`config.mk`:
```
export PLATFORM = sky130hd
export DESIGN_NAME = ddr2_mode_load
export DESIGN_NICKNAME = d
export VERILOG_FILES = /design/src/rtl/mrs_pkg.sv /design/src/rtl/mrs_code_screen.sv /design/src/rtl/mrs_tmrd_lock.sv /design/src/rtl/ddr2_mode_load.sv
export SDC_FILE = /design/constraint.sdc
export NUM_CORES = 1
export LEC_CHECK = 0
export BUFFER_PORTS_ARGS = -buffer_cell sky130_fd_sc_hd__clkbuf_2
export CAP_MARGIN = 20
export CORE_MARGIN = 1
export CORE_UTILIZATION = 47
export CTS_CLUSTER_DIAMETER = 50
export CTS_CLUSTER_SIZE = 24
export DETAILED_ROUTE_END_ITERATION = 6
export PLACE_DENSITY_LB_ADDON = 0.3
export SLEW_MARGIN = 20
export SYNTH_ARGS = -nofsm -noshare
export SYNTH_HDL_FRONTEND = slang
export SYNTH_HIERARCHICAL = 1
export SYNTH_SLANG_ARGS = --single-unit
```
`constraint.sdc`:
```
create_clock -name clk -period 4.67 [get_ports clk]
set_input_delay 0.934 -clock clk [delete_from_list [all_inputs] [get_ports clk]]
set_output_delay 0.934 -clock clk [all_outputs]
set_load 0.005 [all_outputs]
```
`src/rtl/mrs_pkg.sv`:
```
package mrs_pkg;

    // Target register select carried on the two low bank-address bits
    typedef enum logic [1:0] {
        SEL_MAIN = 2'b00,
        SEL_EXT1 = 2'b01,
        SEL_EXT2 = 2'b10,
        SEL_EXT3 = 2'b11
    } reg_sel_e;

    // Field positions in the main register word
    localparam int BL_LSB   = 0;
    localparam int BT_BIT   = 3;
    localparam int CL_LSB   = 4;
    localparam int TM_BIT   = 7;
    localparam int DLL_BIT  = 8;
    localparam int WR_LSB   = 9;
    localparam int PD_BIT   = 12;
    localparam int FIELD_MSB = 12;

    // Legal burst-length codes
    localparam logic [2:0] BL_CODE_4 = 3'b010;
    localparam logic [2:0] BL_CODE_8 = 3'b011;

    // Legal CAS latency code range
    localparam logic [2:0] CL_CODE_MIN = 3'd2;
    localparam logic [2:0] CL_CODE_MAX = 3'd6;

endpackage

```
`src/rtl/mrs_code_screen.sv`:
```
module mrs_code_screen
    import mrs_pkg::*;
(
    input  logic [2:0] bl_code,
    input  logic [2:0] cl_code,
    input  logic [2:0] wr_code,
    output logic       bl_bad,
    output logic       cl_bad,
    output logic       wr_bad
);

    always_comb begin
        bl_bad = (bl_code != BL_CODE_4) && (bl_code != BL_CODE_8);
        cl_bad = (cl_code < CL_CODE_MIN) || (cl_code > CL_CODE_MAX);
        wr_bad = (wr_code == 3'd0);
    end

endmodule

```
`src/rtl/mrs_tmrd_lock.sv`:
```
module mrs_tmrd_lock #(
    parameter int TMRD = 2
) (
    input  logic clk,
    input  logic rst_n,
    input  logic start,
    output logic busy
);

    localparam int CNT_W = (TMRD < 1) ? 1 : $clog2(TMRD + 1);
    localparam logic [CNT_W-1:0] CNT_LOAD = CNT_W'(TMRD);

    logic [CNT_W-1:0] cnt_d, cnt_q;

    always_comb begin
        cnt_d = cnt_q;
        if (start) begin
            cnt_d = CNT_LOAD;
        end else if (cnt_q != '0) begin
            cnt_d = cnt_q - 1'b1;
        end
    end

    always_ff @(posedge clk) begin
        if (!rst_n) begin
            cnt_q <= '0;
        end else begin
            cnt_q <= cnt_d;
        end
    end

    assign busy = (cnt_q != '0);

endmodule

```
`src/rtl/ddr2_mode_load.sv`:
```
module ddr2_mode_load
    import mrs_pkg::*;
#(
    parameter int          ADDR_W     = 14,
    parameter int          BA_W       = 3,
    parameter int          TMRD       = 2,
    parameter logic [12:0] RST_FIELDS = 13'h0232
) (
    input  logic              clk,
    input  logic              rst_n,
    input  logic              req_valid,
    input  logic [1:0]        req_sel,
    input  logic [ADDR_W-1:0] req_value,
    input  logic              banks_idle,
    input  logic              burst_active,
    output logic              cmd_load,
    output logic [BA_W-1:0]   cmd_ba,
    output logic [ADDR_W-1:0] cmd_addr,
    output logic              busy,
    output logic              req_err,
    output logic [ADDR_W-1:0] mr_image,
    output logic              bl8,
    output logic              interleave,
    output logic [2:0]        cas_lat,
    output logic              test_mode,
    output logic [3:0]        wr_rec,
    output logic              pd_slow
);

    localparam int BA_HI_W = BA_W - 2;
    localparam logic [ADDR_W-1:0] RST_IMAGE = ADDR_W'(RST_FIELDS);

    typedef struct packed {
        logic              load;
        logic              err;
        logic [1:0]        ba_lo;
        logic [ADDR_W-1:0] addr;
        logic [ADDR_W-1:0] image;
    } state_t;

    state_t s_d, s_q;

    logic bl_bad, cl_bad, wr_bad;
    logic enc_bad, gate_ok;
    logic lock_busy;

    // Encoding screen on the incoming word
    mrs_code_screen u_screen (
        .bl_code (req_value[BL_LSB+2:BL_LSB]),
        .cl_code (req_value[CL_LSB+2:CL_LSB]),
        .wr_code (req_value[WR_LSB+2:WR_LSB]),
        .bl_bad  (bl_bad),
        .cl_bad  (cl_bad),
        .wr_bad  (wr_bad)
    );

    // Settle-window counter, started by the command cycle
    mrs_tmrd_lock #(
        .TMRD (TMRD)
    ) u_lock (
        .clk   (clk),
        .rst_n (rst_n),
        .start (s_q.load),
        .busy  (lock_busy)
    );

    always_comb begin
        s_d       = s_q;
        s_d.load  = 1'b0;
        s_d.err   = 1'b0;
        s_d.ba_lo = 2'b00;
        s_d.addr  = '0;

        enc_bad = (reg_sel_e'(req_sel) == SEL_MAIN) && (bl_bad || cl_bad || wr_bad);
        gate_ok = banks_idle && !burst_active && !s_q.load && !lock_busy;

        if (req_valid) begin
            if (gate_ok && !enc_bad) begin
                s_d.load  = 1'b1;
                s_d.ba_lo = req_sel;
                s_d.addr  = req_value;
                if (reg_sel_e'(req_sel) == SEL_MAIN) begin
                    s_d.image          = req_value;
                    s_d.image[DLL_BIT] = 1'b0;
                end
            end else begin
                s_d.err = 1'b1;
            end
        end
    end

    always_ff @(posedge clk) begin
        if (!rst_n) begin
            s_q.load  <= 1'b0;
            s_q.err   <= 1'b0;
            s_q.ba_lo <= 2'b00;
            s_q.addr  <= '0;
            s_q.image <= RST_IMAGE;
        end else begin
            s_q <= s_d;
        end
    end

    assign cmd_load = s_q.load;
    assign cmd_ba   = {{BA_HI_W{1'b0}}, s_q.ba_lo};
    assign cmd_addr = s_q.addr;
    assign busy     = lock_busy;
    assign req_err  = s_q.err;
    assign mr_image = s_q.image;

    // Decoded view of the stored word
    assign bl8        = (s_q.image[BL_LSB+2:BL_LSB] == BL_CODE_8);
    assign interleave = s_q.image[BT_BIT];
    assign cas_lat    = s_q.image[CL_LSB+2:CL_LSB];
    assign test_mode  = s_q.image[TM_BIT];
    assign wr_rec     = {1'b0, s_q.image[WR_LSB+2:WR_LSB]} + 4'd1;
    assign pd_slow    = s_q.image[PD_BIT];

endmodule

```
==> metrics.md <==
| Metric | Value |
|---|---|
| ANT nets after route | 0 |
| Die Ht | 54.2 µm |
| Worst Path Arrival | 2.53 ns |
| CP delay by family, top | simple AND/OR/NAND/NOR gates |
| Clock Sinks | 33 |
| Die Wd | 54.2 µm |
| Vias in the first global route | 934 |
| Worst ir drop on vdd | 237 µV |
| Crit end category | flip-flop |
| CP Buf/Inv Count | 1 |
| Internal Power | 0.000356 W |
| CTS max path bufs | 2 |
| Max Transition Viols Final | 0 |
| Syn avg cell area | 10.1 µm² |
| Startpoint Class | input pin |
| Min cycle time layout | 2.27 ns |
| Hold Fails Final Rpt | 0 |
| Switching power share of the total | 0.250 |
| Share of cells above drive strength 1 | 0.403 |
| Antenna violations before repair | 0 |
| Post-CTS Setup Bufs | 0 |
| Reg power frac | 0.602 |
| Hold_buf cts | 0 |
| Leakage | 0.773 nW |
| I/O Buffers | 63 |
| Clock power frac | 0.329 |
| Total power per unit cell area | 298 mW/mm² |
| Psw | 0.000119 W |
| Starting density of the core | 0.507 |
| FMAX | 0.440 GHz |
| Starting DRT DRC Count | 19 |
| # Max-Cap Violations | 0 |
| Synth Register Bits | 33 |
| WL final | 2590 µm |
| H-tree levels | 2 |
| Largest net degree at the start of global routing | 28 |
| Setup TNS | 0 ns |
| HPWL after detailed placement | 1980 µm |
| Nets | 207 |
| Synthesized instance count | 127 |
| Sequential-to-total area share from yosys stat | 0.517 |
| Worst-skew pair later-pin latency | 0.34 ns |
| ANT cells | 0 |
| Layout area overhead | 24.6% |
| CTS tree | yes |
| Cell Rows | 18 |
| First-pass GRT wire length | 4080 µm |
| Hold_ws | 0.477 ns |
| RSZ-0062 raised after global routing | no |
| WP data required | 4.93 ns |
| Via density | 4.88 |
| Top cell type by total area after synthesis | dfxtp_1 |
| Combinational share of power | 0.069 |
| Share of the synthesized area in the top cell type | 0.517 |
| Mapped Area | 0.00128 mm² |
| Num CTS Buffers | 5 |
| Crit-path cells | clkbuf_2 -> nor4b_1 -> and3_1 -> mux2i_1 |
| Hold Crit Class | flip-flop to flip-flop |
| Fill cells | 242 |
| # DRC | 0 |
| Router iterations before antenna repair | 4 |
| GR Util All Layers | 0.203 |
| Crit share post-route | 0.486 |
| Worst-path fanout max | 13 |
| CTS-repair resized insts | 0 |
| Clock-pin slew on the worst setup and hold paths | 0.10 ns |
| Relative max-transition margin | 0.536 |
| Root buffer cell | clkbuf_4 |
| Yosys cell types | 29 |
| Outcome | complete, no violations |
| Worst path slowest cell | and3_1 |
| Setup CP Type | input pin to flip-flop |
| Clock Skews | 0.00883 ns |
| Die Footprint | 0.00293 mm² |
| Synth area leaders | dfxtp_1 52%, mux2i_1 8.6%, and2_1 7.8% |
| Area of the core | 0.00252 mm² |
| WL per Instance | 12.0 µm |
| Io pins | 66 |
| Final GP Congestion | 0.694 |
| Slew @ Worst Pin | 0.695 ns |
| Synthesis Warnings | 6 |
| GRT overflow | 0 |
| Via Count | 1,053 |
| Worst path max stage delay | 0.70 ns |
| Final number of setup-violating endpoints | 0 |
[cell families (layout without fill, tap and decap cells)]
group / Yosys count / after routing / synth area share
multiplexers: 11 / 11 / 0.0861
flip-flops: 33 / 33 / 0.517
other: 1 / 2 / 0.00293
AO/OA/AOI/OAI: 6 / 6 / 0.0391
XOR/XNOR: 1 / 1 / 0.00685
AND/OR/NAND/NOR: 59 / 59 / 0.256
buffers and inverters: 15 / 73 / 0.0822
adder cells (fa/ha/maj): 1 / 1 / 0.00978
[final cells by class]
type / count / area, µm² / area share
well taps: 30 / 37.5 / 0.0236
repair buffers: 63 / 315 / 0.198
clock buffers: 5 / 37.5 / 0.0236
flip-flops and latches: 33 / 661 / 0.415
clock inverters: 3 / 17.5 / 0.0110
multi-input cells: 80 / 517 / 0.324
inverters: 2 / 7.51 / 0.00471
[placed cells by master, fill, tap and decap left out, types with 2 or more instances in the layout]
master,count
clkinv_2,2
and3_1,2
o211ai_1,2
nor2b_1,5
mux2i_1,11
nand2_1,20
a21oi_1,2
nor2_1,4
dfxtp_1,33
conb_1,2
clkbuf_4,5
and2_1,16
nand4_1,2
clkbuf_2,63
inv_1,2
[per-stage QoR]
| stage | cells | setup slack [ns] | utilization | area (µm²) | total power, W |
|---|---|---|---|---|---|
| after floorplan | 128 | 2.57 | - | 1280 | 0.000309 |
| after detailed placement | 208 | 2.08 | 0.610 | 1540 | 0.000325 |
| after CTS | 216 | 2.42 | 0.631 | 1590 | 0.000479 |
| final | 216 | 2.40 | 0.631 | 1590 | 0.000475 |
| after global routing | 216 | 2.31 | 0.631 | 1590 | 0.000498 |
| after global placement | 208 | 2.18 | 0.610 | 1540 | 0.000324 |
[cell usage after synthesis]
library cell and number:
dfxtp_1 33, nor3b_1 1, nand2b_1 1, nor3_2 1
and2_1 16, xor2_1 1, a21oi_1 2, nand2_1 20
conb_1 1, clkbuf_1 2, nand4_1 2, nor2_1 4
buf_6 2, or3_1 1, and4bb_2 1, o21ai_1 1
nor2b_1 5, mux2i_1 11, inv_1 2, nor4b_1 1
or2_1 1, a211oi_4 1, buf_4 9, and3_1 2
or4b_4 1, nor3_1 1, o211ai_1 2, ha_1 1
nand3_1 1
[worst reg2reg max path: stages (launching register included)]
cell	delay (ns)
dfxtp_1	0.34
or2_1	0.26
nor4b_1	0.46
and3_1	0.70
mux2i_1	0.31
[power groups by stage]
stage | sequential [W] | combinational, W | clock, W
global route | 0.000287 | 0.0000369 | 0.000174
CTS | 0.000286 | 0.0000331 | 0.000160
global placement | 0.000292 | 0.0000318 | 0
detailed placement | 0.000292 | 0.0000329 | 0
finish | 0.000286 | 0.0000328 | 0.000156
floorplan | 0.000293 | 0.0000167 | 0
[state kept, by name, indices dropped and copies added (netlist names)]
name and flops:
u_lock/cnt_q 2, cmd_load 1, cmd_ba 2, req_err 1, mr_image 13, cmd_addr 14
[worst paths after layout]
path,from,end,slack [ns],cells past startpoint
worst max-delay path,burst_active,mr_image[11],2.40,4
worst min-delay path,mr_image[13],mr_image[13],0.48,2
worst max register to register,u_lock/cnt_q[0],mr_image[11],2.52,4
worst min register to register,mr_image[13],mr_image[13],0.48,2
[layer usage]
metal  share of wire  routed length (µm)  track usage  up-vias
met4           0.017                  43        0.107        0
met5               0                   0            0        -
met3           0.066                 171       0.0876        7
li1                -                   -            -      524
met2            0.54                1390        0.339       40
met1            0.38                 978        0.214      482
No activity file was read; power rests on OpenSTA's default activity.
